`config.mk`:
```
export PLATFORM = sky130hd
export DESIGN_NAME = softint_pend
export DESIGN_NICKNAME = d
export VERILOG_FILES = /design/src/rtl/softint_pkg.sv /design/src/rtl/softint_ctrl.sv /design/src/rtl/softint_dp.sv /design/src/rtl/softint_pend.sv
export SDC_FILE = /design/constraint.sdc
export NUM_CORES = 1
export LEC_CHECK = 0
export BUFFER_PORTS_ARGS = -buffer_cell sky130_fd_sc_hd__buf_2
export CORE_UTILIZATION = 30
export CTS_CLUSTER_DIAMETER = 200
export DETAILED_ROUTE_END_ITERATION = 7
export PLACE_DENSITY_LB_ADDON = 0.2
export SLEW_MARGIN = 40
export SYNTH_ARGS = -nofsm -noshare
export SYNTH_HDL_FRONTEND = slang
export SYNTH_SLANG_ARGS = --single-unit
export TNS_END_PERCENT = 50
```
`constraint.sdc`:
```
create_clock -name clk -period 1.4 [get_ports clk]
set_clock_uncertainty 0.15 [all_clocks]
set_input_delay 0 -clock clk [delete_from_list [all_inputs] [get_ports clk]]
set_output_delay 0 -clock clk [all_outputs]
set_load 0.01 [all_outputs]
```
`src/rtl/softint_pkg.sv`:
```
package softint_pkg;
  localparam int VEC_W    = 17;
  localparam int PIL_W    = 4;
  localparam int DATA_W   = 32;
  localparam int PIL_GATE = 14;

  typedef enum logic [1:0] {
    OP_LOAD  = 2'd0,
    OP_SET   = 2'd1,
    OP_CLEAR = 2'd2,
    OP_RSVD  = 2'd3
  } wr_op_e;

  typedef struct packed {
    logic load;
    logic setBits;
    logic clrBits;
    logic pilLoad;
  } strobe_t;
endpackage

```
`src/rtl/softint_ctrl.sv`:
```
module softint_ctrl
  import softint_pkg::*;
(
  input  logic       clk,
  input  logic       rstN,
  input  logic       regWrEn,
  input  logic [1:0] regWrOp,
  input  logic       pilWrEn,
  output strobe_t    strb
);
  wr_op_e opDec;

  always_comb begin
    opDec        = wr_op_e'(regWrOp);
    strb         = '0;
    strb.pilLoad = pilWrEn;
    if (regWrEn) begin
      unique case (opDec)
        OP_LOAD:  strb.load    = 1'b1;
        OP_SET:   strb.setBits = 1'b1;
        OP_CLEAR: strb.clrBits = 1'b1;
        default:  ;
      endcase
    end
  end

  // at most one vector alias fires, and the reserved code fires none
  p_one_alias_r5: assert property (@(posedge clk) disable iff (!rstN)
    $onehot0({strb.load, strb.setBits, strb.clrBits}));
  p_rsvd_quiet_r5: assert property (@(posedge clk) disable iff (!rstN)
    (regWrEn && regWrOp == 2'd3) |-> !(strb.load || strb.setBits || strb.clrBits));
endmodule

```
`src/rtl/softint_dp.sv`:
```
module softint_dp
  import softint_pkg::*;
#(
  parameter int VW   = VEC_W,
  parameter int PW   = PIL_W,
  parameter int DW   = DATA_W,
  parameter int GATE = PIL_GATE
) (
  input  logic          clk,
  input  logic          rstN,
  input  strobe_t       strb,
  input  logic [DW-1:0] wrData,
  input  logic [PW-1:0] pilData,
  input  logic [VW-1:0] hwSet,
  output logic [VW-1:0] vecQ,
  output logic [PW-1:0] pilQ,
  output logic [VW-1:0] intReq
);
  localparam int TOP = VW - 1;

  logic [VW-1:0] wrVec;
  logic [VW-1:0] vecBase;
  logic [VW-1:0] vecNext;

  assign wrVec = wrData[VW-1:0];

  always_comb begin
    vecBase = vecQ;
    if (strb.load)         vecBase = wrVec;
    else if (strb.setBits) vecBase = vecQ | wrVec;
    else if (strb.clrBits) vecBase = vecQ & ~wrVec;
    vecNext = vecBase | hwSet;
  end

  always_ff @(posedge clk) begin
    if (!rstN) begin
      vecQ <= '0;
      pilQ <= '0;
    end else begin
      vecQ <= vecNext;
      if (strb.pilLoad) pilQ <= pilData;
    end
  end

  for (genvar i = 0; i < VW; i++) begin : g_req
    if (i == 0 || i == TOP) begin : g_timer
      assign intReq[i] = vecQ[i] && (int'(pilQ) < GATE);
    end else begin : g_level
      assign intReq[i] = vecQ[i] && (i > int'(pilQ));
    end
  end

  p_load_r2: assert property (@(posedge clk) disable iff (!rstN)
    strb.load |=> vecQ == ($past(wrVec) | $past(hwSet)));
  p_set_keeps_r3: assert property (@(posedge clk) disable iff (!rstN)
    strb.setBits |=> (vecQ & ($past(vecQ) | $past(wrVec))) == ($past(vecQ) | $past(wrVec)));
  p_clear_r4: assert property (@(posedge clk) disable iff (!rstN)
    strb.clrBits |=> (vecQ & $past(wrVec) & ~$past(hwSet)) == '0);
  p_idle_stable_r5: assert property (@(posedge clk) disable iff (!rstN)
    (!strb.load && !strb.setBits && !strb.clrBits && hwSet == '0) |=> $stable(vecQ));
  p_timer_gate_r6: assert property (@(posedge clk) disable iff (!rstN)
    (int'(pilQ) >= GATE) |-> (!intReq[0] && !intReq[TOP]));
  p_req_subset_r7: assert property (@(posedge clk) disable iff (!rstN)
    (intReq & ~vecQ) == '0);
  p_pil_load_r8: assert property (@(posedge clk) disable iff (!rstN)
    strb.pilLoad |=> pilQ == $past(pilData));
  p_pulse_sets_r9: assert property (@(posedge clk) disable iff (!rstN)
    hwSet != '0 |=> (vecQ & $past(hwSet)) == $past(hwSet));
endmodule

```
`src/rtl/softint_pend.sv`:
```
module softint_pend
  import softint_pkg::*;
(
  input  logic                 clk,
  input  logic                 rstN,
  input  logic                 regWrEn,
  input  logic [1:0]           regWrOp,
  input  logic [DATA_W-1:0]    regWrData,
  input  logic                 pilWrEn,
  input  logic [PIL_W-1:0]     pilWrData,
  input  logic                 tickMatch,
  input  logic                 sysTickMatch,
  output logic [DATA_W-1:0]    softintRd,
  output logic [PIL_W-1:0]     pilRd,
  output logic [VEC_W-1:0]     intReq
);
  strobe_t          strb;
  logic [VEC_W-1:0] hwSet;
  logic [VEC_W-1:0] vecQ;

  always_comb begin
    hwSet          = '0;
    hwSet[0]       = tickMatch;
    hwSet[VEC_W-1] = sysTickMatch;
  end

  softint_ctrl u_ctrl (
    .clk     (clk),
    .rstN    (rstN),
    .regWrEn (regWrEn),
    .regWrOp (regWrOp),
    .pilWrEn (pilWrEn),
    .strb    (strb)
  );

  softint_dp u_dp (
    .clk     (clk),
    .rstN    (rstN),
    .strb    (strb),
    .wrData  (regWrData),
    .pilData (pilWrData),
    .hwSet   (hwSet),
    .vecQ    (vecQ),
    .pilQ    (pilRd),
    .intReq  (intReq)
  );

  assign softintRd = DATA_W'(vecQ);
endmodule

```
Yosys cells after proc, flatten, opt, wreduce, memory -nomap -nowiden:

Index checks and enable logic that the tools add are counted.

* register bits: 21
* input port bits: 44
* logic and storage cells: 49

* $lt $le $gt $ge: 16
* equal/unequal tests: 2
* muxes and demuxes: 7
* bitwise operators: 4
* reduce and logical (&&, ||, !) cells: 18

Operator list (count)
* $mux W17: 3
* $or A17 B17 Y17: 2
* $gt A4 B4 Y1 const A: 8
* $and A17 B17 Y17: 1
* $logic_and A1 B1 Y1: 17
* $not A17 Y17: 1
* $gt A3 B4 Y1 const A: 4
* $gt A2 B4 Y1 const A: 2
* $gt A1 B4 Y1 const A: 1
* $lt A4 B4 Y1 const B: 1
* $mux W1: 3
* $mux W3: 1
* $eq A2 B1 Y1 const B: 1
* $eq A2 B2 Y1 const B: 1
* $logic_not A2 Y1: 1

Logic depth before layout (Yosys ltp):

* word-level depth: 7
* mapped depth: 6
* gate-level depth less buffers: 3

By module:

From an unflattened synthesis, not the netlist that was laid out.

* cell total of the unflattened synthesis: 158
* area, all modules: 1287.5 um^2

By module, submodules not included
* softint_dp: instances 1, cells each 138, area an instance 1133.6 um^2, seq. area each 420.4 um^2
* softint_pend: instances 1, cells each 16, area an instance 116.4 um^2, seq. area each 0.0 um^2
* softint_ctrl: instances 1, cells each 4, area an instance 37.5 um^2, seq. area each 0.0 um^2

Worst setup path after synthesis:

No wires, ideal clock.

* kind: register -> output
* start: register u_dp.pilQ[2]
* end: output intReq[2]
* arrival time: 0.991 ns
* path slack: 0.259 ns
* stages on the path, launching flop included: 3
* path buffers: 1
* cells stage by stage: dfxtp_1 -> buf_2 -> nor4b_1

* word-level cells in the longest chain between the ends: 2

Ends and longest elaborated chain
* start, declared: line softint_dp.sv:16 `output logic [PW-1:0] pilQ,`
* start signal, assigned: line softint_dp.sv:41 `if (strb.pilLoad) pilQ <= pilData;`
* $gt A2 B4 Y1: line softint_dp.sv:49 `assign intReq[i] = vecQ[i] && (i > int'(pilQ));`
* $logic_and A1 B1 Y1: line softint_dp.sv:49
* end, declared: line softint_pend.sv:15 `output logic [VEC_W-1:0] intReq`

No other way between the ends.

Worst setup path after layout:

* start: register u_dp.pilQ[1]
* end: output intReq[9]

* word-level cells in the longest chain between the ends: 2

Ends and longest elaborated chain (line)
* $gt A4 B4 Y1: softint_dp.sv:49
* $logic_and A1 B1 Y1: softint_dp.sv:49

No other way between the ends.

==> impl_results.md <==
- Result of the run: finished, final reports clean
- Cell area after technology mapping: 1290 um^2
- Share of async-settable or async-resettable flops after synthesis: 0%
- Final period demand of the worst path: ~1.3 ns
- # clock sinks: 21
- Pin count of the biggest net entering global routing: 37
- Synthesized area per cell: roughly 7.4 um^2
- Fraction of final layout cells sized beyond drive strength 1: between 30% and 40%
- Flop-to-flop setup slack: 0.34 ns
- Master cell of the clock root buffer: sky130_fd_sc_hd__clkbuf_8
- Height of the die: about 68 um
- Die extent in x: between 60 and 70 um
- TritonCTS clock tree: done
- Worst slack after detailed placement: approximately 0.26 ns
- Critical path type: reg -> out
- Remaining antenna violation count after routing: 0
- Starting density of the core: a little under a third
- Peak fanout along the critical path: 8
- Path category of the worst min-delay check: in -> reg
- Max VDD drop: roughly 290 uV
- First drt pass iteration count: 4
- Proportion of synthesized chip area in sequential cells: roughly a third
- Number of buffers inserted during clock tree synthesis: 3
- Number of port buffers: 66
- Synth area leaders: sky130_fd_sc_hd__dfxtp_1, sky130_fd_sc_hd__buf_4, sky130_fd_sc_hd__a21oi_1
- Routed WL: 3470 um
- Count of mapped cells out of synthesis: around 170
- Critical path startpoint: u_dp.pilQ[1]
- Startpoint of the most critical register-to-register path: u_dp.pilQ[0]
- Worst-case clock buffer depth: 2
- Worst hold slack: ~0.016 ns
- Area share of the leading cell type in the synthesized netlist: 32.5%
- Vias in the first global route: 1,163
- Synth area leader: sky130_fd_sc_hd__dfxtp_1
- Global-route wire length before repair: 5250 um
- Final clock period utilization by the worst path: between 90% and 100%
- Final count of negative-setup-slack endpoints: 0
- Timing endpoint of the critical path: intReq[9]
- Final global-route overflow total: 0
- HPWL after detailed placement: around 2400 um
- Area grow syn2layout: 53.2%
- Average vias per placed instance: ~4.4
- Clock Latency Late Sink: around 0.25 ns
- Row Count: 23
- Setup repair after global routing missed its margin: true
- Setup tns final: 0 ns
- Required time at the endpoint of the critical path: 1.25 ns
- Hold Vio Cnt, Final: 0
- H-tree depth: 1
- Count of routing violations after the opening detailed-route iteration: 22
- Post-synth EDFFs: 0
- Worst Setup Slack, final: between 0.05 and 0.06 ns
- Kind of end point of the critical path: output pin
- Maximum achievable frequency: between 700 and 800 MHz
- Total of max-cap violations: 0
- Areal power density over the cells: around 730 nW/um^2
- Final Util: roughly half
- Number of antenna violations at the first check in global routing: 0
- Drt wl/cell: approximately 11 um
- Count of boundary I/O pins: 97
- Worst reg-to-reg path cell count: 3
- Antenna Cells: 0
- Total via count in the routed design: approximately 1,400
- Post-layout net count: 310
- Die outline area: around 4600 um^2
- DRC errors left: 0
- Worst Path Arrival: about 1.2 ns
- Post-layout power: roughly 1400 uW
- Global routing usage summed across all routing layers: approximately 15%
- Number of library cell types mapped by synthesis: 28
- Weighted congestion at the end of routability-driven global placement: 0.684
- Area inside the core boundary: between 4000 and 5000 um^2
- Primary FF master, synth: sky130_fd_sc_hd__dfxtp_1
- Leakage dissipation: 0.00105 uW
- Pins over their slew limit: 0
- Synthesis-stage register bit count: 21
- Worst Setup Start Kind: register
- Yosys warning total: 0
- Clock-pin slew reported for the worst setup and hold paths after clock tree synthesis: 0.08 ns
- Endpoint of the lowest-slack register-to-register path: u_dp.pilQ[0]
[where the power goes]
group	internal [uW]	switching, uW
Clock	202	196
Sequential	629	29.8
Combinational	200	191
Total	1030	416
[sequential cells by signal (all words and copies together) (netlist names)]
signal,cells
u_dp.pilQ,4
u_dp.vecQ,17
[worst min-delay path by stage]
stage                              from             to  slack (ns)  cells past startpoint
after floorplan           regWrData[10]  u_dp.vecQ[10]       -0.02                      2
after global placement     regWrData[3]   u_dp.vecQ[3]        0.08                      3
after detailed placement   regWrData[1]   u_dp.vecQ[1]        0.09                      3
after CTS                    regWrOp[1]  u_dp.vecQ[11]        0.02                      4
after global routing               rstN   u_dp.pilQ[1]        0.05                      3
final                        regWrOp[1]  u_dp.vecQ[11]        0.02                      4
[timing repair]
action / 4_1_cts / 5_1_grt
hold buffers: 28 / 0
setup buffers: 0 / 3
endpoints found under the setup margin: 8 / 13
hold endpoints to repair: 21 / 0
resized for setup: 4 / 17
pin swaps: 0 / 3
[cell type report]
cell class                      instances  area [um^2]
Clock buffer                            4         45.0
Inverter                               18         67.6
Timing Repair Buffer                  103          708
Multi-Input combinational cell        119          668
Fill cell                             422         2100
Sequential cell                        21          433
Tap cell                               50         62.6
[metal layers]
layer / vias up / wire length (um) / GRT usage, %
li1: 719 / - / -
met1: 596 / 1540 / 17.8
met2: 55 / 1730 / 29.3
met3: 2 / 184 / 2.03
met4: 0 / 12 / 3.19
met5: - / 0 / 0
[synth_stat cells, drive strengths merged (2+ instances only)]
| cell type | n |
|---|---|
| a21boi | 3 |
| a21oi | 18 |
| and2 | 7 |
| buf | 28 |
| clkbuf | 2 |
| dfxtp | 21 |
| inv | 18 |
| mux2i | 4 |
| nand2 | 17 |
| nand3 | 16 |
| nor2 | 2 |
| nor2b | 8 |
| o21a | 2 |
| o21ai | 19 |
[cells in the final DEF (no fill, tap or decap)]
master                           netlist  final
sky130_fd_sc_hd__buf_12                1      1
sky130_fd_sc_hd__nor2b_4               1      1
sky130_fd_sc_hd__dfxtp_2               0      1
sky130_fd_sc_hd__nand2b_1              1      1
sky130_fd_sc_hd__dlymetal6s4s_1        0      3
sky130_fd_sc_hd__conb_1                1     15
sky130_fd_sc_hd__nor4b_2               0      1
sky130_fd_sc_hd__nor2_2                0      1
sky130_fd_sc_hd__clkbuf_1              2      1
sky130_fd_sc_hd__inv_1                18     18
sky130_fd_sc_hd__a21o_1                1      1
sky130_fd_sc_hd__a21oi_2               0      1
sky130_fd_sc_hd__o31ai_1               1      1
sky130_fd_sc_hd__a211oi_1              1      1
sky130_fd_sc_hd__mux2i_1               4      4
sky130_fd_sc_hd__a311oi_2              0      1
sky130_fd_sc_hd__o21a_1                2      2
sky130_fd_sc_hd__nand3_2               0      1
sky130_fd_sc_hd__clkbuf_8              0      3
sky130_fd_sc_hd__dlygate4sd3_1         0     25
sky130_fd_sc_hd__buf_4                18      7
sky130_fd_sc_hd__nor2b_1               7      7
sky130_fd_sc_hd__a21boi_1              3      3
sky130_fd_sc_hd__buf_6                 3      2
sky130_fd_sc_hd__dfxtp_4               0      3
sky130_fd_sc_hd__and3_1                1      1
sky130_fd_sc_hd__nand2_1              17     17
sky130_fd_sc_hd__buf_2                 6     65
sky130_fd_sc_hd__nand3_1              16     15
sky130_fd_sc_hd__nor2_4                0      1
sky130_fd_sc_hd__a21oi_1              18     17
sky130_fd_sc_hd__o21ai_1               1      1
sky130_fd_sc_hd__o21ai_0              18     17
sky130_fd_sc_hd__and3b_1               1      1
sky130_fd_sc_hd__and2_1                7      7
sky130_fd_sc_hd__o21ai_2               0      1
sky130_fd_sc_hd__dfxtp_1              21     17
[critical path, cell delays in order, from the launching register on]
cell and delay (ns):
sky130_fd_sc_hd__dfxtp_4 0.36, sky130_fd_sc_hd__buf_6 0.13, sky130_fd_sc_hd__o31ai_1 0.20, sky130_fd_sc_hd__and2_1 0.14, sky130_fd_sc_hd__buf_2 0.12
[logic make-up (layout without fill, tap and decap cells)]
family | after synthesis | in the layout | share of synthesized area, %
muxes | 4 | 4 | 3.09
DFF | 21 | 21 | 32.5
buffers and inverters | 48 | 125 | 22.7
AOI/OAI and AO/OA | 46 | 46 | 19.6
and+or+nand+nor | 54 | 54 | 21.8
other | 1 | 15 | 0.290
[metrics by stage]
step                      instances  instance area [um^2]
after floorplan                 188                  1350
after global placement          281                  1580
after detailed placement        281                  1580
after CTS                       313                  1910
after global routing            315                  1980
final                           315                  1980
No activity file was read; power rests on OpenSTA's default activity.
